$ cat src/rtl/feac_rx_pkg.sv
package feac_rx_pkg;
  localparam int CODE_W = 6;
  localparam int REG_W  = 8;
  localparam logic ADDR_CODE = 1'b0;
  localparam logic ADDR_INT  = 1'b1;
  // bit positions in the interrupt enable/status register
  localparam int VS_BIT = 0;
  localparam int VE_BIT = 1;
  localparam int RS_BIT = 2;
  localparam int RE_BIT = 3;
  localparam int VF_BIT = 4;
  typedef logic [CODE_W-1:0] code_t;
endpackage

$ cat src/rtl/feac_framer.sv
module feac_framer #(
  parameter int CODE_W = 6,
  parameter int TAIL_W = 8
) (
  input  logic              clk,
  input  logic              rst,
  input  logic              bit_en,
  input  logic              bit_in,
  output logic              frm_stb,
  output logic [CODE_W-1:0] frm_code
);
  localparam int MSG_W  = CODE_W + 2 + TAIL_W;
  localparam int STOP_B = CODE_W + 1;

  logic [MSG_W-1:0] sr_q;
  logic [MSG_W-1:0] sr_d;
  logic             hit;

  // newest bit enters at the top, so the oldest bit sits in position 0
  assign sr_d = {bit_in, sr_q[MSG_W-1:1]};

  always_comb begin
    hit = (sr_d[0] == 1'b0) && (sr_d[STOP_B] == 1'b0) && (&sr_d[MSG_W-1:STOP_B+1]);
  end

  always_ff @(posedge clk) begin
    if (rst) begin
      sr_q     <= '1;
      frm_stb  <= 1'b0;
      frm_code <= '0;
    end else begin
      frm_stb <= 1'b0;
      if (bit_en) begin
        sr_q <= sr_d;
        if (hit) begin
          frm_stb  <= 1'b1;
          frm_code <= sr_d[CODE_W:1];
        end
      end
    end
  end
endmodule

$ cat src/rtl/feac_vote.sv
module feac_vote #(
  parameter int CODE_W = 6,
  parameter int DEPTH  = 10,
  parameter int VAL_TH = 8,
  parameter int REM_TH = 3
) (
  input  logic              clk,
  input  logic              rst,
  input  logic              in_stb,
  input  logic [CODE_W-1:0] in_code,
  output logic              val_evt,
  output logic              rem_evt,
  output logic              valid_q,
  output logic [CODE_W-1:0] code_q
);
  localparam int CNT_W = $clog2(DEPTH + 1);

  logic [CODE_W-1:0] hist_q [DEPTH];
  logic [DEPTH-1:0]  fill_q;
  logic              new_q;
  logic [DEPTH-1:0]  eq_new;
  logic [DEPTH-1:0]  ne_ref;
  logic [CNT_W-1:0]  n_match;
  logic [CNT_W-1:0]  n_diff;

  // history shift: data path without reset, occupancy tracked separately
  always_ff @(posedge clk) begin
    if (in_stb) begin
      hist_q[0] <= in_code;
      for (int i = 1; i < DEPTH; i++) hist_q[i] <= hist_q[i-1];
    end
  end

  always_ff @(posedge clk) begin
    if (rst) begin
      fill_q <= '0;
      new_q  <= 1'b0;
    end else begin
      new_q <= in_stb;
      if (in_stb) fill_q <= {fill_q[DEPTH-2:0], 1'b1};
    end
  end

  for (genvar g = 0; g < DEPTH; g++) begin : g_cmp
    assign eq_new[g] = fill_q[g] && (hist_q[g] == hist_q[0]);
    assign ne_ref[g] = fill_q[g] && (hist_q[g] != code_q);
  end

  assign n_match = CNT_W'($countones(eq_new));
  assign n_diff  = CNT_W'($countones(ne_ref));

  assign val_evt = new_q && !valid_q && (n_match >= CNT_W'(VAL_TH));
  assign rem_evt = new_q &&  valid_q && (n_diff  >= CNT_W'(REM_TH));

  always_ff @(posedge clk) begin
    if (rst) begin
      valid_q <= 1'b0;
      code_q  <= '0;
    end else if (val_evt) begin
      valid_q <= 1'b1;
      code_q  <= hist_q[0];
    end else if (rem_evt) begin
      valid_q <= 1'b0;
    end
  end
endmodule

$ cat src/rtl/feac_regs.sv
module feac_regs
  import feac_rx_pkg::*;
#(
  parameter int CODE_W = 6,
  parameter int REG_W  = 8
) (
  input  logic              clk,
  input  logic              rst,
  input  logic              rd,
  input  logic              wr,
  input  logic              addr,
  input  logic              wr_val_en,
  input  logic              wr_rem_en,
  input  logic              val_evt,
  input  logic              rem_evt,
  input  logic              valid,
  input  logic [CODE_W-1:0] code,
  output logic [REG_W-1:0]  rdata,
  output logic              irq,
  output logic              val_st,
  output logic              rem_st,
  output logic              val_en,
  output logic              rem_en
);
  logic             rd_int;
  logic [REG_W-1:0] code_word;
  logic [REG_W-1:0] int_word;

  assign rd_int = rd && (addr == ADDR_INT);

  always_comb begin
    code_word = '0;
    code_word[CODE_W:1] = code;
    int_word = '0;
    int_word[VS_BIT] = val_st;
    int_word[VE_BIT] = val_en;
    int_word[RS_BIT] = rem_st;
    int_word[RE_BIT] = rem_en;
    int_word[VF_BIT] = valid;
  end

  always_ff @(posedge clk) begin
    if (rst) begin
      val_st <= 1'b0;
      rem_st <= 1'b0;
      val_en <= 1'b0;
      rem_en <= 1'b0;
      irq    <= 1'b0;
      rdata  <= '0;
    end else begin
      // an event in the cycle of a read wins over the clear
      if (val_evt)     val_st <= 1'b1;
      else if (rd_int) val_st <= 1'b0;
      if (rem_evt)     rem_st <= 1'b1;
      else if (rd_int) rem_st <= 1'b0;
      if (wr && (addr == ADDR_INT)) begin
        val_en <= wr_val_en;
        rem_en <= wr_rem_en;
      end
      irq <= (val_st && val_en) || (rem_st && rem_en);
      if (rd) rdata <= (addr == ADDR_INT) ? int_word : code_word;
    end
  end
endmodule

$ cat src/rtl/feac_rx.sv
module feac_rx
  import feac_rx_pkg::*;
#(
  parameter int DEPTH  = 10,
  parameter int VAL_TH = 8,
  parameter int REM_TH = 3,
  parameter int TAIL_W = 8
) (
  input  logic             clk,
  input  logic             rst,
  input  logic             fe_bit_en,
  input  logic             fe_bit,
  input  logic             reg_addr,
  input  logic             reg_rd,
  input  logic             reg_wr,
  input  logic [REG_W-1:0] reg_wdata,
  output logic [REG_W-1:0] reg_rdata,
  output logic             irq
);
  logic  frm_stb;
  code_t frm_code;
  logic  val_evt;
  logic  rem_evt;
  logic  vld_flag;
  code_t code_reg;
  logic  val_st;
  logic  rem_st;
  logic  val_en;
  logic  rem_en;

  feac_framer #(.CODE_W(CODE_W), .TAIL_W(TAIL_W)) u_framer (
    .clk(clk), .rst(rst), .bit_en(fe_bit_en), .bit_in(fe_bit),
    .frm_stb(frm_stb), .frm_code(frm_code)
  );

  feac_vote #(.CODE_W(CODE_W), .DEPTH(DEPTH), .VAL_TH(VAL_TH), .REM_TH(REM_TH)) u_vote (
    .clk(clk), .rst(rst), .in_stb(frm_stb), .in_code(frm_code),
    .val_evt(val_evt), .rem_evt(rem_evt), .valid_q(vld_flag), .code_q(code_reg)
  );

  feac_regs #(.CODE_W(CODE_W), .REG_W(REG_W)) u_regs (
    .clk(clk), .rst(rst), .rd(reg_rd), .wr(reg_wr), .addr(reg_addr),
    .wr_val_en(reg_wdata[VE_BIT]), .wr_rem_en(reg_wdata[RE_BIT]),
    .val_evt(val_evt), .rem_evt(rem_evt), .valid(vld_flag), .code(code_reg),
    .rdata(reg_rdata), .irq(irq),
    .val_st(val_st), .rem_st(rem_st), .val_en(val_en), .rem_en(rem_en)
  );
endmodule

$ cat config.mk
export PLATFORM = sky130hd
export DESIGN_NAME = feac_rx
export DESIGN_NICKNAME = d
export VERILOG_FILES = /design/src/rtl/feac_rx_pkg.sv /design/src/rtl/feac_framer.sv /design/src/rtl/feac_vote.sv /design/src/rtl/feac_regs.sv /design/src/rtl/feac_rx.sv
export SDC_FILE = /design/constraint.sdc
export NUM_CORES = 1
export LEC_CHECK = 0
export CAP_MARGIN = 20
export CORE_ASPECT_RATIO = 1.2
export CORE_MARGIN = 2
export CORE_UTILIZATION = 35
export DETAILED_ROUTE_END_ITERATION = 7
export DONT_BUFFER_PORTS = 1
export PLACE_DENSITY_LB_ADDON = 0.3
export REMOVE_ABC_BUFFERS = 1
export SLEW_MARGIN = 20
export SYNTH_ARGS = -nofsm -noshare
export SYNTH_HDL_FRONTEND = slang
export SYNTH_SLANG_ARGS = --single-unit
$ cat constraint.sdc
create_clock -name clk -period 3.8 [get_ports clk]
set_input_delay 0 -clock clk [delete_from_list [all_inputs] [get_ports clk]]
set_output_delay 0 -clock clk [all_outputs]
set_load 0.05 [all_outputs]
* Word-level counts from Yosys, hierarchy flattened *
Memory sizes are Yosys's and may differ from the RTL's.
Index checks and enable logic that the tools add are counted.

cells by class
  add/subtract/negate cells = 18
  multipliers = 0
  divide/modulo/power cells = 0
  magnitude comparators = 2
  equality and inequality tests = 19
  shifts and indexed selects = 0
  multiplexer cells = 9
  bitwise logic cells = 3
  reductions and logical operators = 37

operators by type and width
  operator            count
  $ne 6x6->1          10
  $eq 6x6->1          9
  $add 4x4->4         8
  $logic_and 1x1->1   29
  $add 1x1->2         10
  $mux 1              8
  $reduce_and 8->1    1
  $mux 7              1
  $reduce_bool 2->1   3
  $ge 4x2->1 const B  1
  $ge 4x4->1 const B  1
  $not 1->1           3
  $reduce_and 2->1    1
  $reduce_or 2->1     1
  $logic_not 1->1     1
  $logic_or 1x1->1    1

storage, ports and cells
  bits in registers = 54
  latch bits = 0
  bits in writable memories = 60
  bits in read-only memories = 0
  input bits = 15
  output and inout port bits = 9
  logic and storage cells = 102
  memories = 1

memories
  memory         depth  width  rd ports  clocked after memory_dff  write ports  RTL line         text
  u_vote.hist_q  10     6      10        0                         10           feac_vote.sv:18  logic [CODE_W-1:0] hist_q [DEPTH];

* Depth between registers and ports, before layout *
An unclocked memory read counts as a cell.

  depth in word-level cells = 11
  gate-level depth with buffers = 15
  depth with buffers taken out = 14

* Cells and area by module *
From an unflattened synthesis, not the netlist that was laid out.

unflattened totals
  cells, all modules = 455
  area, all modules = 5530.3 sq um

modules (own cells, without submodules)
  module       instances  cells an instance  area an instance (sq um)  sequential area each (sq um)
  feac_vote    1          319                4150.2                    2162.1
  feac_framer  1          86                 878.3                     440.4
  feac_regs    1          50                 501.7                     240.2

* Worst setup path before layout *
OpenSTA, ideal clock, no wires.

  path type = register -> register
  start point = register u_vote.code_q[1], read port of u_vote.hist_q
  end point = register u_vote.valid_q
  setup time = 0.060 ns
  data arrival time = 4.035 ns
  data required time = 3.740 ns
  path slack = -0.295 ns
  stages on the path, launching flop included = 16
  path buffers = 1
  clock period less this slack = 4.095 ns
  cell sequence = dfxtp_1 -> buf_2 -> xnor2_1 -> nand4_1 -> o31a_1 -> ha_1 -> inv_1 -> fa_1 -> inv_1 -> fa_1 -> inv_1 -> fa_1 -> fa_1 -> o31a_1 -> o311ai_1 -> and3b_1

between the ends
  cells in the longest elaborated chain, start to end = 9
  elaborated cells on any way between the ends = 32
  classes of those cells = add/sub (9); order compare (1); eq/ne (10); reduce/logical (12)

ends and longest elaborated chain
  item                                             RTL line         text
  from (decl)                                      feac_vote.sv:14  output logic [CODE_W-1:0] code_q
  $ne 6x6->1                                       feac_vote.sv:46  assign ne_ref[g] = fill_q[g] && (hist_q[g] != code_q);
  $logic_and 1x1->1                                feac_vote.sv:46
  $add 1x1->2 (not written as such)                feac_vote.sv:50  assign n_diff = CNT_W'($countones(ne_ref));
  $add 4x4->4 (not written as such) (2 in series)  feac_vote.sv:50
  $add 4x4->4 (not written as such) *              feac_vote.sv:50
  $ge 4x2->1 *                                     feac_vote.sv:53  assign rem_evt = new_q && valid_q && (n_diff >= CNT_W'(REM_TH));
  $logic_and 1x1->1 *                              feac_vote.sv:53
  $reduce_bool 2->1 (no line) *                    --
  to (signal assigned)                             feac_vote.sv:57  valid_q <= 1'b0;
  to (signal assigned)                             feac_vote.sv:60  valid_q <= 1'b1;
  to (signal assigned)                             feac_vote.sv:63  valid_q <= 1'b0;
  to (decl)                                        feac_vote.sv:13  output logic valid_q,

Every way passes the cells marked *; elsewhere a longest branch is shown, timed or not.
A chain may end at the register's enable or synchronous reset.

==> impl_metrics.yaml <==
clock_tree:
  clk_pin_slew_ps: 80
  cts_root_buffer: "clkbuf_16"
  htree_levels: 3
  worstSkewPairLatency_ps: 370
  cts_made_buffers: 9
  cts.sinks: 112
  cts_tree: "built"
  clockBufferDepth: 2
timing:
  finalCritPeriodShare_pct: 106
  worst_pin_slew_ps: 930
  finalHoldViolCount: 0
  setup_violations: 8
  max_slew_margin_pct: 37.8
  slew_violations: 0
  finClkSkew_ps: 11.0
  period_minus_slack_ps: 4020
  fin_ws_ps: -222
  fmax_mhz: 249
  rsz0062_at_grt: "yes"
power_and_ir_drop:
  p_int_mw: 1.78
  clkPwrFrac_pct: 42.0
  swShare_pct: 23.7
  seq_power_share_pct: 55.4
  comb_power_share_pct: 2.6
  power.leakage_nw: 2.57
  power.density_nw_per_um2: 332
  peakVddDrop_mv: 0.334
  switchingPower_mw: 0.553
placement:
  routabilityCongestion: 0.837
  io_buffers: 0
  place_area_um2: 6210
  dpl.hpwl_mm: 8.63
  placed_cells: 705
setup_path:
  cp_top_family: "adder cells"
  crit_chain: "xnor2_2 -> nand4_1 -> o31a_1 -> ha_1 -> inv_2 -> fa_1 -> inv_1 -> fa_1 -> inv_2 -> fa_2 -> fa_2 -> o22ai_2 -> o311ai_2 -> and3b_1"
  cp.buffers_inverters: 3
  critPathMaxFanout: 2
  worstSetupPathType: "register to register"
  start_kind: "register"
  endpoint_kind: "register"
  worst-endpoint-required_ps: 4110
  cpPeakStageDelay_ps: 540
  cp.arrival_ps: 4340
  slowest_stage: "fa_2"
floorplanning:
  die_w_um: 119
  start_util_pct: 35.6
  num_rows: 50
  die_y_um: 142
  ios: 24
  die_area_um2: 16800
  core_area_um2: 15500
detailed_routing:
  first_pass_iters: 4
  drt.antenna.violating_nets: 0
  drt-initial-drc-count: 237
  vias_per_cell: 4.87
  drc: 0
  via_count: 3610
  drt_wl_total_mm: 12.8
  routedWlPerCell_um: 17.2
layout:
  layout-drive-gt1-share_pct: 24.7
  nets: 569
  area_delta_synth_final_pct: 26.9
  n_antenna_cell: 0
  layout_commonest_cell: "buf_4"
  final_cell_mix: "buf_4, edfxtp_1, xnor2_1"
  layoutNonFillerInstCount: 742
  final_core_util_pct: 45.2
  fin_area_um2: 7010
synth:
  yosysSeqAreaShare_pct: 51.4
  synth_edf_count: 60
  ys_ff_latch: 112
  ys_async_sr_fraction_pct: 0
  synth.distinct_cells: 35
  yosysWarnings: 0
  syn_area_um2: 5530
  synthCells: 456
  synth_flop_cell: "edfxtp_1"
  synth.avg_cell_area_um2: 12.1
global_route:
  grt_pass1_vias: 3833
  grt_antenna_before_repair: 0
  grt_use_met1_pct: 19.1
  grt-busiest-layer: "met2"
  gr-usage-all-layers_pct: 16.4
  grt_pass1_wl_mm: 20.8
  grt_max_degree: 53
  overflow: 0
  met2_usage_pct: 28.6
  met3_usage_pct: 4.14
run:
  drv_cap: 0
run_status:
  outcome: "complete, but fails checks"
  violations: "setup timing"
min_path:
  hp-class: "primary input to register"
## cell usage after synthesis, types with 2 or more instances
master,number,area (um2)
xnor2_1,67,587
edfxtp_1,60,1800
dfxtp_1,52,1040
xor2_1,47,412
nor2_1,29,109
mux2i_1,25,250
nand4_1,21,131
inv_1,17,63.8
nor2b_1,17,106
a211o_1,14,123
ha_1,14,175
buf_2,12,60.1
fa_1,11,220
o31a_1,11,96.3
nor4_1,10,62.6
clkbuf_1,9,33.8
a21oi_1,7,35.0
a211oi_1,5,37.5
nand2_1,5,18.8
buf_1,3,11.3
nand2b_1,3,18.8
nand3_1,3,15.0
nand3b_1,2,15.0
## power groups by stage
| stage | combinational [mW] | clock, mW | sequential, mW |
|---|---|---|---|
| 2_1_floorplan | 0.0289 | 0 | 1.32 |
| 3_3_place_gp | 0.0309 | 0 | 1.32 |
| 3_5_place_dp | 0.0318 | 0 | 1.32 |
| 4_1_cts | 0.0614 | 1.00 | 1.29 |
| 5_1_grt | 0.0684 | 1.05 | 1.29 |
| 6_report | 0.0615 | 0.978 | 1.29 |
## final timing paths
path	cells past startpoint	slack [ps]	from	to
worst max-delay path	14	-220	u_vote.hist_q[4][2]	u_vote.valid_q
worst min-delay path	4	90	fe_bit_en	u_framer.frm_code[4]
worst max register to register	14	-220	u_vote.hist_q[4][2]	u_vote.valid_q
worst min register to register	0	440	u_framer.frm_code[1]	u_vote.hist_q[0][1]
## layout make-up
type                       instances  area (um2)
clock inverter                     7        83.8
fill                            1457        8500
clock buffer                       9         225
sequential                       112        2860
tap                              208         260
timing repair buffer              87         772
multi-input combinational        302        2750
inverter                          17        63.8
## cell families after synthesis
| family | Yosys count | share of synthesized area [%] |
|---|---|---|
| xor gates and xnor gates | 114 | 18.1 |
| DFF | 112 | 51.4 |
| and+or+nand+nor | 94 | 9.46 |
| AOI/OAI and AO/OA | 43 | 6.09 |
| buffers and inverters | 42 | 3.19 |
| adders and majority gates | 25 | 7.15 |
| muxes | 25 | 4.53 |
| other | 1 | 0.0679 |
## worst min-delay path, cell delays in order
cell and delay, ps:
nand4_1 140, nor3_4 90, mux2i_1 120, nor2_1 70
## per-stage QoR
stage | power (mW) | TNS (ps) | hold slack [ps] | setup WS [ps]
2_1_floorplan | 1.35 | -653 | 69.1 | -339
3_3_place_gp | 1.35 | -3640 | 77.6 | -472
3_5_place_dp | 1.35 | -3660 | 79.3 | -446
4_1_cts | 2.35 | -554 | 86.2 | -239
5_1_grt | 2.41 | -1880 | 116 | -353
6_report | 2.33 | -666 | 88.8 | -222
## routing by layer
| layer | vias to the layer above | share of wire [%] |
|---|---|---|
| li1 | 1743 | - |
| met1 | 1790 | 42 |
| met2 | 47 | 52 |
| met3 | 30 | 3.2 |
| met4 | 0 | 3.4 |
| met5 | - | 0 |
## state kept, by name, indices dropped and copies added (netlist names)
register	cells
u_regs.val_st	1
u_vote.new_q	1
u_framer.sr_q	15
u_vote.fill_q	10
u_regs.rem_en	1
u_framer.frm_stb	1
u_regs.rem_st	1
u_vote.valid_q	1
u_regs.val_en	1
u_vote.hist_q	60
u_regs.rdata	7
u_regs.irq	1
u_vote.code_q	6
u_framer.frm_code	6
## repair_timing
action	in CTS	in global routing
setup endpoints to repair	9	9
setup buffers	7	2
pin swaps	25	22
hold buffers	14	0
resized for setup	42	14
hold endpoints to repair	52	0
No activity file was read; power rests on OpenSTA's default activity.
